File: config.mk
export PLATFORM = sky130hd
export DESIGN_NAME = dsadc_seq
export DESIGN_NICKNAME = d
export VERILOG_FILES = /design/src/rtl/dsadc_pkg.sv /design/src/rtl/dsadc_cnt.sv /design/src/rtl/dsadc_ctrl.sv /design/src/rtl/dsadc_result.sv /design/src/rtl/dsadc_seq.sv
export SDC_FILE = /design/constraint.sdc
export NUM_CORES = 1
export LEC_CHECK = 0
export ABC_AREA = 1
export BUFFER_PORTS_ARGS = -buffer_cell sky130_fd_sc_hd__clkbuf_2
export CORE_ASPECT_RATIO = 0.7
export CORE_MARGIN = 4
export CORE_UTILIZATION = 55
export DETAILED_ROUTE_END_ITERATION = 10
export PLACE_DENSITY = 0.84
export SLEW_MARGIN = 20
export SYNTH_ARGS = -nofsm -noshare
export SYNTH_HDL_FRONTEND = slang
export SYNTH_SLANG_ARGS = --single-unit
File: constraint.sdc
create_clock -name clk -period 1.8 [get_ports clk]
set_input_delay 0.09 -clock clk [delete_from_list [all_inputs] [get_ports clk]]
set_output_delay 0.09 -clock clk [all_outputs]
set_load 0.02 [all_outputs]
File: src/rtl/dsadc_pkg.sv
package dsadc_pkg;

    typedef enum logic [1:0] {
        ST_IDLE     = 2'd0,
        ST_RUNUP    = 2'd1,
        ST_RUNDOWN  = 2'd2
    } seq_state_t;

endpackage

File: src/rtl/dsadc_cnt.sv
module dsadc_cnt #(
    parameter int N = 8
) (
    input  logic         clk,
    input  logic         rst_n,
    input  logic         clr,
    input  logic         en,
    output logic [N-1:0] count_lo,
    output logic         runup_last,
    output logic         tmo_hit
);
    localparam int W = N + 1;
    localparam logic [W-1:0] RUNUP_END = {1'b0, {N{1'b1}}};
    localparam logic [W-1:0] TMO_END   = {1'b1, {N{1'b0}}};

    logic [W-1:0] count;

    always_ff @(posedge clk) begin
        if (!rst_n || clr) begin
            count <= '0;
        end else if (en) begin
            count <= count + W'(1);
        end
    end

    assign count_lo   = count[N-1:0];
    assign runup_last = (count == RUNUP_END);
    assign tmo_hit    = (count == TMO_END);

endmodule

File: src/rtl/dsadc_ctrl.sv
module dsadc_ctrl
    import dsadc_pkg::*;
(
    input  logic clk,
    input  logic rst_n,
    input  logic start,
    input  logic cmp_pos,
    input  logic runup_last,
    input  logic tmo_hit,
    output logic sel_ref,
    output logic integ_rst,
    output logic cnt_clr,
    output logic cnt_en,
    output logic latch,
    output logic sat
);
    seq_state_t state, state_nxt;

    // state register
    always_ff @(posedge clk) begin
        if (!rst_n) begin
            state <= ST_IDLE;
        end else begin
            state <= state_nxt;
        end
    end

    // transitions
    always_comb begin
        state_nxt = state;
        unique case (state)
            ST_IDLE:    if (start) state_nxt = ST_RUNUP;
            ST_RUNUP:   if (runup_last) state_nxt = ST_RUNDOWN;
            ST_RUNDOWN: if (tmo_hit || !cmp_pos) state_nxt = ST_IDLE;
            default:    state_nxt = ST_IDLE;
        endcase
    end

    // outputs
    always_comb begin
        sel_ref   = 1'b0;
        integ_rst = 1'b0;
        cnt_clr   = 1'b0;
        cnt_en    = 1'b0;
        latch     = 1'b0;
        sat       = 1'b0;
        unique case (state)
            ST_IDLE: begin
                integ_rst = 1'b1;
                cnt_clr   = 1'b1;
            end
            ST_RUNUP: begin
                cnt_en  = 1'b1;
                cnt_clr = runup_last;
            end
            ST_RUNDOWN: begin
                sel_ref = 1'b1;
                cnt_en  = 1'b1;
                if (tmo_hit) begin
                    latch = 1'b1;
                    sat   = 1'b1;
                end else if (!cmp_pos) begin
                    latch = 1'b1;
                end
            end
            default: integ_rst = 1'b1;
        endcase
    end

endmodule

File: src/rtl/dsadc_result.sv
module dsadc_result #(
    parameter int N = 8
) (
    input  logic         clk,
    input  logic         rst_n,
    input  logic         latch,
    input  logic         sat,
    input  logic [N-1:0] count_lo,
    output logic [N-1:0] result,
    output logic         done,
    output logic         overflow
);
    always_ff @(posedge clk) begin
        if (!rst_n) begin
            result   <= '0;
            done     <= 1'b0;
            overflow <= 1'b0;
        end else begin
            done <= latch;
            if (latch) begin
                result   <= sat ? {N{1'b1}} : count_lo;
                overflow <= sat;
            end
        end
    end

endmodule

File: src/rtl/dsadc_seq.sv
module dsadc_seq #(
    parameter int N = 8
) (
    input  logic         clk,
    input  logic         rst_n,
    input  logic         start,
    input  logic         cmp_pos,
    output logic         sel_ref,
    output logic         integ_rst,
    output logic [N-1:0] result,
    output logic         done,
    output logic         overflow
);
    logic         cnt_clr, cnt_en, runup_last, tmo_hit, latch, sat;
    logic [N-1:0] count_lo;

    dsadc_cnt #(.N(N)) u_cnt (
        .clk(clk), .rst_n(rst_n), .clr(cnt_clr), .en(cnt_en),
        .count_lo(count_lo), .runup_last(runup_last), .tmo_hit(tmo_hit)
    );

    dsadc_ctrl u_ctrl (
        .clk(clk), .rst_n(rst_n), .start(start), .cmp_pos(cmp_pos),
        .runup_last(runup_last), .tmo_hit(tmo_hit),
        .sel_ref(sel_ref), .integ_rst(integ_rst),
        .cnt_clr(cnt_clr), .cnt_en(cnt_en), .latch(latch), .sat(sat)
    );

    dsadc_result #(.N(N)) u_res (
        .clk(clk), .rst_n(rst_n), .latch(latch), .sat(sat),
        .count_lo(count_lo), .result(result), .done(done), .overflow(overflow)
    );

endmodule

# Word-level counts from Yosys, hierarchy flattened
# Cells that the tools add are included.
# word_totals
register_bits,21
out_inout_bits,12
word_cells,34
# classes
add_sub_neg,1
n_eq_ne,7
n_mux,14
reduce_logical,7
# op_table
cell,count
9-bit by 1-bit adder with 9-bit output (second input constant),1
9-bit by 8-bit equality test with 1-bit output (second input constant),1
9-bit equality test (second input constant),1
1-bit 2-to-1 mux,8
8-bit 2-to-1 mux,1
2-bit 2-to-1 mux,3
2-bit case mux with 3 select lines,1
2-bit by 1-bit inequality test with 1-bit output (second input constant),2
3-bit AND reduction,1
2-bit by 1-bit equality test with 1-bit output (second input constant),1
2-bit equality test (second input constant),1
1-bit zero test,2
2-bit zero test,1
1-bit logical OR,2
2-bit inequality test (second input constant),1
1-bit case mux with 2 select lines,1
2-bit OR reduction,1

# Depth between registers and ports, before layout
# logic_depth
word_depth,4
mapped_depth,10
depth_no_buf,10

# Modules after synthesis
# From an unflattened synthesis, not the netlist that was laid out.
# unflattened
hier_cells,167
area_unflattened_um2,1167.4
# modules_own_cells
module,n_inst,cells_each,area_each_um2,seq_area_each_um2
dsadc_cnt,1,75,524.3,180.2
dsadc_result,1,58,406.6,200.2
dsadc_ctrl,1,34,236.5,40.0

# Least setup slack after synthesis
# No wires, ideal clock.
# synth_timing
path_type,register to register
startpoint,register u_ctrl.state[0]
endpoint,register u_res.result[2]
arrival_time_ns,1.318
t_required_ns,1.687
setup_slack_ns,0.369
stages_incl_launch_ff,8
path_buffers,2
path_cell_list,dfxtp_1 > inv_1 > ha_1 > buf_2 > buf_4 > nand4_1 > nand2_1 > nor2_1
# synth_between
elab_chain_cells,3
elab_cells_between_ends,4
# synth_lines
element,line_no,source
start: declaration,dsadc_ctrl.sv:17,"seq_state_t state, state_nxt;"
start signal: assignment,dsadc_ctrl.sv:24,state <= state_nxt;
2-bit equality test (*),dsadc_ctrl.sv:47,unique case (state)
1-bit 2-to-1 mux,dsadc_ctrl.sv:47,
8-bit 2-to-1 mux,dsadc_result.sv:21,result <= sat ? {N{1'b1}} : count_lo;
end signal: assignment,dsadc_result.sv:21,
end: declaration,dsadc_result.sv:9,"output logic [N-1:0] result,"
# Mark *: on every way between the ends. The rest lies on a longest branch, timed or not.
# A chain may end at the register's enable or synchronous reset.

# Final worst setup path
# layout_timing
startpoint,register u_cnt.count[0]
endpoint,register u_cnt.count[7]
# layout_between
elab_chain_cells,3
elab_cells_between_ends,4
# layout_lines
element,line_no,source
start: declaration,dsadc_cnt.sv:16,logic [W-1:0] count;
start signal: assignment,dsadc_cnt.sv:22,count <= count + W'(1);
"parallel branches: the longest is 3 deep, another holds 9-bit by 1-bit adder with 9-bit output",-,
# Parallel ways; which one is timed is not known.

==> impl_metrics.json <==
{
  "grt_use_met2_pct": 24.6,
  "clock_path_buffers": 2,
  "critPathMaxFanout": 5,
  "worst_r2r_endpoint": "u_cnt.count[7]",
  "antenna-diode-count": 0,
  "min_period_over_period_pct": 91.1,
  "synth-seq-area-share_pct": 37.2,
  "worst_clock_skew_ns": 0.00884,
  "antenna_found_initial": 0,
  "synth_compound_area_share_pct": 13.9,
  "synth_nets": 154,
  "wire_per_inst_um": 12.2,
  "area_growth_pct": 11.1,
  "synthMuxAreaShare_pct": 0,
  "hold_slack_ns": 0.131,
  "ys.warnings.count": 0,
  "peakVddDrop_v": 0.000976,
  "hpwl_um": 1720,
  "drive_gt1_share_pct": 30.6,
  "reg2reg_depth": 9,
  "ys_ff_latch": 21,
  "power_density_mw_per_mm2": 1170,
  "crit_required_ns": 2.06,
  "synth_top_cell_by_area": "dfxtp_1",
  "grt_first_pass_wirelength_um": 3630,
  "crit_type": "reg2reg",
  "p_leak_nw": 0.532,
  "h-tree-depth": 1,
  "vias_per_cell": 5.41,
  "synth_area_mm2": 0.00113,
  "yosys.area_share.xor_xnor_pct": 0,
  "slew_headroom_pct": 83.4,
  "vias": 984,
  "drt_iter0_drc": 48,
  "synthDominantCellAreaShare_pct": 37.2,
  "numPortBuffers": 15,
  "final_cell_mix": "21 x nand2_1, 19 x dfxtp_1, 15 x inv_1, 15 x nor2_1, 15 x clkbuf_2",
  "grtUsageTotal_pct": 16.4,
  "status": "finished clean",
  "seqCellArea_um2": 423,
  "final_nets": 172,
  "dpl_cell_area_mm2": 0.00122,
  "worstHoldStart": "rst_n",
  "holdCritPathClass": "in2reg",
  "worstSkewPairLatency_ns": 0.32,
  "grt_setup_unrepaired": "false",
  "cts_sinks": 21,
  "grt_pass1_vias": 809,
  "critical_path_arrival_ns": 1.90,
  "mostFrequentLayoutCell": "nand2_1",
  "cts_root_buffer": "clkbuf_4",
  "cts_buffers": 3,
  "clk_pin_slew_ns": 0.13,
  "avgSynthCellArea_um2": 7.91,
  "initial_core_util_pct": 59.4,
  "cts_tree": "yes",
  "synth_cells": 143,
  "gp_congestion": 0.893,
  "setup_viol": 0,
  "hold_viol": 0,
  "period_needed_ns": 1.64,
  "drv_slew": 0,
  "grt_start_max_net_pins": 19,
  "synth-simple-area-share_pct": 32.3,
  "route.detailed.drc": 0,
  "gr-max-usage-layer": "met2",
  "grtUsageMet3_pct": 6.42,
  "worst-slew-pin-transition_ns": 0.249,
  "dp_worst_setup_slack_ns": 0.175,
  "rrSetupSlack_ns": 0.16,
  "die_h_um": 45.9,
  "use_met1_pct": 21.4,
  "fillers": 190,
  "overflow": 0,
  "num_io_pins": 16,
  "synth_top_family_by_area": "simple AND/OR/NAND/NOR gates",
  "fp.coreArea_mm2": 0.00190,
  "synthTopCellsByArea": "dfxtp_1 37%, ha_1 7.7%, a21oi_2 7.0%, nand2_1 7.0%, inv_1 5.0%",
  "drv_cap": 0,
  "timing.rr.start": "u_cnt.count[0]",
  "fin_ws_ns": 0.161,
  "tns_ns": 0,
  "end_kind": "flop",
  "die-area_mm2": 0.00286,
  "max_freq_ghz": 0.610,
  "critPathLaunch": "u_cnt.count[0]",
  "multi_input_area_um2": 611,
  "start_kind": "flop",
  "wirelength_um": 2220,
  "fp-row-count": 13,
  "endpoint": "u_cnt.count[7]",
  "die_w_um": 62.2,
  "synth_fa_ha_area_share_pct": 7.74,
  "drt_first_pass_iters": 4,
  "yosysUniqueCellTypes": 25,
  "ant_nets": 0,
  "fin_area_mm2": 0.00126
}
==> area by class of cell <==
type / instances / area share (%)
Tap cell: 22 / 2.19
Clock inverter: 1 / 0.598
Timing Repair Buffer: 16 / 6.57
Multi-Input combinational cell: 97 / 48.6
Inverter: 22 / 6.57
Clock buffer: 3 / 1.79
Sequential cell: 21 / 33.7
==> worst max-delay path, stage by stage, from the launching register on <==
cell and delay, ns:
dfxtp_1 0.37, ha_1 0.22, nand3_1 0.11, nor2_1 0.07, ha_1 0.19, nand2_1 0.07
nand3_1 0.15, inv_1 0.16, o211ai_1 0.11, a21oi_1 0.13
==> per-stage QoR <==
step / utilization, % / power [W] / instances
detailed placement: 64.3 / 0.00124 / 178
CTS: 65.9 / 0.00148 / 182
global route: 66.0 / 0.00158 / 182
finish: 66.0 / 0.00147 / 182
global placement: 64.3 / 0.00122 / 178
floorplan: - / 0.00110 / 143
==> where the power goes <==
group / total (W) / internal [W] / switching [W]
combinational: 0.000654 / 0.000236 / 0.000418
sequential: 0.000572 / 0.000527 / 0.0000450
clock: 0.000242 / 0.0000850 / 0.000157
total: 0.00147 / 0.000848 / 0.000620
==> cell families (layout without fill, tap and decap cells) <==
logic type,count (synthesis),count (layout)
buf+inv,25,42
simple gates,66,66
fa+ha+maj,7,7
compound gates,24,24
flops,21,21
==> Yosys cell counts, drive strengths merged <==
master  count
a21oi      19
buf         3
clkinv      1
dfxtp      21
ha          7
inv        21
nand2      28
nand3       8
nand4       8
nor2       18
nor3        3
o211ai      1
o21ai       3
o22ai       1
or2         1
==> state kept, by name, summed over array words and instances, names as in the netlist <==
name            cells
u_res.overflow      1
u_ctrl.state        2
u_res.result        8
u_cnt.count         9
u_res.done          1
==> per-layer routing <==
layer | vias up | routed length, um
li1 | 497 | -
met1 | 445 | 1050
met2 | 32 | 983
met3 | 10 | 145
met4 | 0 | 36
met5 | - | 0
==> how the worst min path moves through the flow <==
stage               slack [ns]  depth (start not counted)               to
finish                    0.13                          3  u_res.result[5]
global placement          0.45                          2   u_res.overflow
global route              0.11                          3  u_res.result[5]
floorplan                 0.24                          2   u_res.overflow
CTS                       0.11                          3  u_res.result[5]
detailed placement        0.46                          2   u_res.overflow
==> repair_timing <==
| item | in CTS | in global routing |
|---|---|---|
| resized for setup | 0 | 2 |
| setup buffers | 0 | 0 |
| hold buffers | 0 | 0 |
| setup endpoints to repair | 0 | 3 |
Power figures use the tool's default switching activity.
